## config.mk

```make
export PLATFORM = sky130hd
export DESIGN_NAME = burst_col_seq
export DESIGN_NICKNAME = d
export VERILOG_FILES = /design/src/rtl/bseq_pkg.sv /design/src/rtl/bseq_ctrl.sv /design/src/rtl/bseq_datapath.sv /design/src/rtl/burst_col_seq.sv
export SDC_FILE = /design/constraint.sdc
export NUM_CORES = 1
export LEC_CHECK = 0
export BUFFER_PORTS_ARGS = -buffer_cell sky130_fd_sc_hd__clkbuf_2
export CAP_MARGIN = 5
export CORE_MARGIN = 8
export CORE_UTILIZATION = 52
export CTS_CLUSTER_SIZE = 8
export DETAILED_ROUTE_END_ITERATION = 6
export PLACE_DENSITY = 0.8
export SLEW_MARGIN = 5
export SYNTH_ARGS = -nofsm -noshare
export SYNTH_HDL_FRONTEND = slang
export SYNTH_SLANG_ARGS = --single-unit
```

## constraint.sdc

```tcl
create_clock -name clk -period 2.1 [get_ports clk]
set_input_delay 0.315 -clock clk [delete_from_list [all_inputs] [get_ports clk]]
set_output_delay 0.315 -clock clk [all_outputs]
set_load 0.005 [all_outputs]
```

## src/rtl/bseq_pkg.sv

```systemverilog
package bseq_pkg;

  // Strobes from control to datapath
  typedef struct packed {
    logic load;   // capture a new burst
    logic step;   // advance to the next beat
  } seqCtrl_t;

endpackage

```

## src/rtl/bseq_ctrl.sv

```systemverilog
module bseq_ctrl
  import bseq_pkg::*;
#(
  parameter int LEN_W   = 3,
  parameter int MAX_LOG = 3,
  localparam int IDX_W  = MAX_LOG,
  localparam int LOG_W  = $clog2(MAX_LOG + 1)
) (
  input  logic             clk,
  input  logic             rstN,
  input  logic             startReq,
  input  logic [LEN_W-1:0] lenCode,
  output seqCtrl_t         ctrl,
  output logic [IDX_W-1:0] beatIdx,
  output logic [LOG_W-1:0] winLog,
  output logic             active,
  output logic             isLast
);

  logic             accept;
  logic [LOG_W-1:0] winLogDec;
  logic [IDX_W-1:0] lastIdx;

  // Requests are taken only while idle
  assign accept = startReq && !active;

  // Length decode: codes 1..MAX_LOG give a window of that many bits, others one beat
  always_comb begin
    winLogDec = '0;
    if (lenCode != '0 && lenCode <= LEN_W'(MAX_LOG))
      winLogDec = LOG_W'(lenCode);
  end

  // Final beat index is all ones across the window
  for (genvar b = 0; b < IDX_W; b++) begin : g_last
    assign lastIdx[b] = (winLog > LOG_W'(b));
  end

  assign isLast    = active && (beatIdx == lastIdx);
  assign ctrl.load = accept;
  assign ctrl.step = active && !isLast;

  always_ff @(posedge clk) begin
    if (!rstN) begin
      active  <= 1'b0;
      beatIdx <= '0;
      winLog  <= '0;
    end else if (accept) begin
      active  <= 1'b1;
      beatIdx <= '0;
      winLog  <= winLogDec;
    end else if (active) begin
      if (isLast) active <= 1'b0;
      else        beatIdx <= beatIdx + IDX_W'(1);
    end
  end

endmodule

```

## src/rtl/bseq_datapath.sv

```systemverilog
module bseq_datapath
  import bseq_pkg::*;
#(
  parameter int COL_W   = 10,
  parameter int MAX_LOG = 3,
  localparam int IDX_W  = MAX_LOG,
  localparam int LOG_W  = $clog2(MAX_LOG + 1)
) (
  input  logic             clk,
  input  logic             rstN,
  input  seqCtrl_t         ctrl,
  input  logic [COL_W-1:0] startCol,
  input  logic             interleave,
  input  logic [IDX_W-1:0] beatIdx,
  input  logic [LOG_W-1:0] winLog,
  output logic [COL_W-1:0] colOut
);

  logic [COL_W-1:0] baseQ;
  logic             modeQ;
  logic [IDX_W-1:0] nextIdx;
  logic [IDX_W-1:0] seqLow;
  logic [IDX_W-1:0] xorLow;
  logic [IDX_W-1:0] pickLow;
  logic [IDX_W-1:0] winMask;
  logic [COL_W-1:0] nextCol;

  assign nextIdx = beatIdx + IDX_W'(1);
  assign seqLow  = baseQ[IDX_W-1:0] + nextIdx;
  assign xorLow  = baseQ[IDX_W-1:0] ^ nextIdx;
  assign pickLow = modeQ ? xorLow : seqLow;

  for (genvar b = 0; b < COL_W; b++) begin : g_col
    if (b < IDX_W) begin : g_win
      assign winMask[b] = (winLog > LOG_W'(b));
      assign nextCol[b] = winMask[b] ? pickLow[b] : baseQ[b];
    end else begin : g_up
      assign nextCol[b] = baseQ[b];
    end
  end

  always_ff @(posedge clk) begin
    if (!rstN) begin
      baseQ  <= '0;
      modeQ  <= 1'b0;
      colOut <= '0;
    end else if (ctrl.load) begin
      baseQ  <= startCol;
      modeQ  <= interleave;
      colOut <= startCol;
    end else if (ctrl.step) begin
      colOut <= nextCol;
    end
  end

endmodule

```

## src/rtl/burst_col_seq.sv

```systemverilog
module burst_col_seq
  import bseq_pkg::*;
#(
  parameter int COL_W   = 10,
  parameter int LEN_W   = 3,
  parameter int MAX_LOG = 3
) (
  input  logic             clk,
  input  logic             rstN,
  input  logic             startReq,
  input  logic [COL_W-1:0] startCol,
  input  logic [LEN_W-1:0] lenCode,
  input  logic             interleave,
  output logic [COL_W-1:0] colOut,
  output logic             beatValid,
  output logic             beatLast,
  output logic             busy
);

  localparam int IDX_W = MAX_LOG;
  localparam int LOG_W = $clog2(MAX_LOG + 1);

  seqCtrl_t         ctrl;
  logic [IDX_W-1:0] beatIdx;
  logic [LOG_W-1:0] winLog;
  logic             active;
  logic             isLast;

  bseq_ctrl #(.LEN_W(LEN_W), .MAX_LOG(MAX_LOG)) i_ctrl (
    .clk(clk), .rstN(rstN), .startReq(startReq), .lenCode(lenCode),
    .ctrl(ctrl), .beatIdx(beatIdx), .winLog(winLog),
    .active(active), .isLast(isLast)
  );

  bseq_datapath #(.COL_W(COL_W), .MAX_LOG(MAX_LOG)) i_dp (
    .clk(clk), .rstN(rstN), .ctrl(ctrl), .startCol(startCol),
    .interleave(interleave), .beatIdx(beatIdx), .winLog(winLog),
    .colOut(colOut)
  );

  assign beatValid = active;
  assign beatLast  = isLast;
  assign busy      = active;

endmodule

```

==> run summary <==
The clock transition at the registers of the reported paths is 0.14 ns. The synthesized design contains 0 enable-type register cells. The run finished with clean final reports. The startpoint of the lowest-slack hold path is interleave.

The via total after detailed routing is 1,123. The TritonCTS clock tree is done. The static leakage is 0.6040 nW.

The startpoint identified for the worst register-to-register timing path is i_ctrl.beatIdx[1]. Synthesis inferred 27 register bits. The clock drives 27 sinks. The number of buffers added to fix hold violations after cts came out at 0. The total count of max-transition violations in the final report came out at 0. The most common cell in the synthesized netlist is nand2_1.

The yosys synthesis warning count is 0. For the worst flop-to-flop path, the logic depth is 8. In this run the worst path has a maximum fanout of 4. Once placement finished, the instance area stood at 1456 um^2.

The actual transition at the worst max-transition pin came out at 0.4710 ns. The placeable core region is 2410 um^2. The worst hold path passes through 3 cells.

The final non-filler cell area is 1486 um^2. Counting the buffers created by CTS gives 3. The total wire length after detailed routing is 2.901 mm. The buffer levels on the longest clock path came out at 2.

The start point of the critical path is i_ctrl.beatIdx[1]. Of the post-synthesis cell area, the dominant cell type holds 41.78%. The max-cap violation count is 0. In this run the mean area of a mapped cell was 8.741 um^2. 0 antenna diodes ended up in the layout.

In this run, the number of DRC markers left after iteration 0 of detailed routing was 20. The setup violation total in the final timing report came out at 0. The die footprint is 4340 um^2.

The share of flip-flops with an asynchronous set or reset is 0%. The combined global-route utilization of all metal layers is 13.96%. The vias per cell came out at 5.451. The first-pass GRT wire length is 4.940 mm. The summed instance area of the synthesized netlist came out at 1294 um^2. The depth of the CTS H-tree came out at 1.

The number of hold violations in the final report is 0. Entering global routing, the biggest net connects 17 pins. Routability-driven placement finished with a final weighted congestion of 0.7796.

Summed over all instances, the cell type with the most area after synthesis is dfxtp_1. The via count of the first global-routing pass is 1,159. The number of distinct library cell variants in the gate-level netlist after synthesis is 31. The top-level port count is 30. The number of iterations in the first detailed-routing pass came out at 4. The worst path uses 92.79% of the clock period. The half-perimeter wire length after placement is 2.245 mm. The worst vdd rail ir drop is 514.3 uV.

The maximum achievable frequency came out at 0.5132 GHz. The number of nets produced by synthesis came out at 169. The final layout contains 198 nets.

The commonest cells after synthesis are 30 x nand2_1, 27 x dfxtp_1, 22 x a21oi_1, 11 x o21ai_0, 9 x mux2i_1. STA classifies the critical path startpoint as a register. The initialized floorplan defines 18 standard-cell rows.

The path class of the tightest hold or removal check is primary input to register. The worst setup path is captured at a register. The clock latency at the later pin of the worst-skew pair is 0.31 ns. The clock tree root driver cell is clkbuf_4. The total grt overflow is 0. Port buffering added 29 buffers. After routing, the total negative slack on setup checks comes to 0 ns. The number of remaining DRC errors is 0. Synthesis handed over a netlist of 148 instances. The starting density of the core is 53.69%.

For the final database, setup skew stands at 0.005818 ns. The total chip power is 0.9231 mW. The die is 65.88 um tall. The startpoint-to-endpoint class of the critical path is register to register.

The arrival time of data at the critical path endpoint is 2.14 ns. Data on the critical path is required at its endpoint by 2.29 ns. From left edge to right edge, the die measures 65.88 um.

Dividing the detail-routed wire length by the instance count gives 14.08 um. The post-route minimum period is 1.949 ns. The fraction of final layout cells sized beyond drive strength 1 is 25.00%. The number of antenna violations at the first check in global routing came to 0.

Among all flip-flop cells after synthesis, the most frequent one is dfxtp_1. From synthesis to final layout, the design area changed by 14.89%. Setup repair after global routing left no endpoint under its margin. Power spread over the standard cell area amounts to 621.0 nW/um^2.

After synthesis, the cell types taking the most area are dfxtp_1 42%, nand2_1 8.7%, a21oi_1 8.5%, mux2i_1 7.0%, o21ai_0 4.3%. The portion of the post-synthesis area used by sequential elements came out at 41.78%. The final antenna-violating net count came out at 0. The headroom to the max-slew limit came out at 68.56%.
==> flip-flops by register name (all words and copies together), names as in the netlist <==
signal	flops
i_ctrl.beatIdx	3
i_ctrl.active	1
i_dp.colOut	10
i_ctrl.winLog	2
i_dp.baseQ	10
i_dp.modeQ	1
==> worst max-delay path: stages (launching register included) <==
cell	delay (ns)
dfxtp_2	0.37
ha_1	0.31
inv_1	0.06
fa_1	0.40
o211ai_1	0.20
mux2i_1	0.12
xor2_1	0.15
mux2i_1	0.15
o22ai_1	0.08
==> cells in the final DEF, fill, tap and decap left out <==
cell type	netlist	layout
nor4_1	1	1
o221ai_1	1	1
o22ai_1	1	1
nand2b_1	1	1
o211ai_1	3	3
nor3b_1	1	1
dfxtp_2	0	2
ha_1	3	3
nor2_4	1	1
inv_1	5	5
or2_4	1	1
clkbuf_2	0	29
buf_4	1	5
nand4bb_1	1	1
clkbuf_4	0	3
nand2_1	30	30
dfxtp_1	27	25
o21ai_0	11	11
nand3_1	2	2
clkinv_2	0	1
xnor2_1	3	3
o21a_1	1	1
o41ai_4	1	1
nand3b_1	2	2
nor2_1	5	5
a21oi_1	22	22
fa_1	1	1
a31oi_1	1	1
mux2i_1	9	9
o32ai_4	1	1
xor2_1	2	2
nor2b_1	1	1
==> through the flow <==
step,setup slack (ns),instances,hold slack [ns],utilization (%)
after detailed placement,0.1502,202,0.4503,60.44
final,0.1515,206,0.2149,61.68
after global placement,0.2437,202,0.4412,60.44
after floorplan,0.2283,148,0.4360,-
after CTS,0.04483,206,0.2071,61.58
after global routing,0.001771,206,0.2104,61.68
==> per-layer routing <==
layer / global-route usage (%) / share of wire (%) / vias up
li1: - / - / 562
met1: 14.78 / 40 / 538
met2: 25.33 / 55 / 19
met3: 3.220 / 3.7 / 4
met4: 6.540 / 1.4 / 0
met5: 0 / 0 / -
==> kinds of logic (layout without fill, tap and decap cells) <==
kind of cell	Yosys count	in the layout	share of synthesized area, %
simple gates	46	46	16.54
compound gates	42	42	20.99
flops	27	27	41.78
buf+inv	15	43	5.899
mux	9	9	6.964
xor+xnor	5	5	3.386
fa+ha+maj	4	4	4.449
==> area by class of cell <==
type                            instances  area, um^2
Clock buffer                            3       22.52
Tap cell                               30       37.54
Fill cell                             223       923.4
Clock inverter                          1       5.005
Inverter                                5       18.77
Sequential cell                        27       543.0
Multi-Input combinational cell        106       676.9
Timing Repair Buffer                   34       182.7
==> worst paths after layout <==
kind	end	slack, ns
setup / recovery	i_dp.colOut[2]	0.15
hold / removal	i_dp.modeQ	0.21
setup reg to reg	i_dp.colOut[2]	0.15
hold reg to reg	i_dp.baseQ[8]	0.47
==> repair_timing <==
action | in CTS | in global routing
setup buffers | 0 | 0
gates resized for setup | 0 | 2
endpoints found under the setup margin | 0 | 2
==> power breakdown <==
group          switching [mW]  total [mW]  internal, mW  leakage (nW)
Sequential             0.0227       0.567         0.545         0.223
Combinational          0.0782       0.143        0.0649         0.363
Clock                   0.141       0.213        0.0711        0.0177
Total                   0.242       0.923         0.681         0.604
Power figures use the tool's default switching activity.
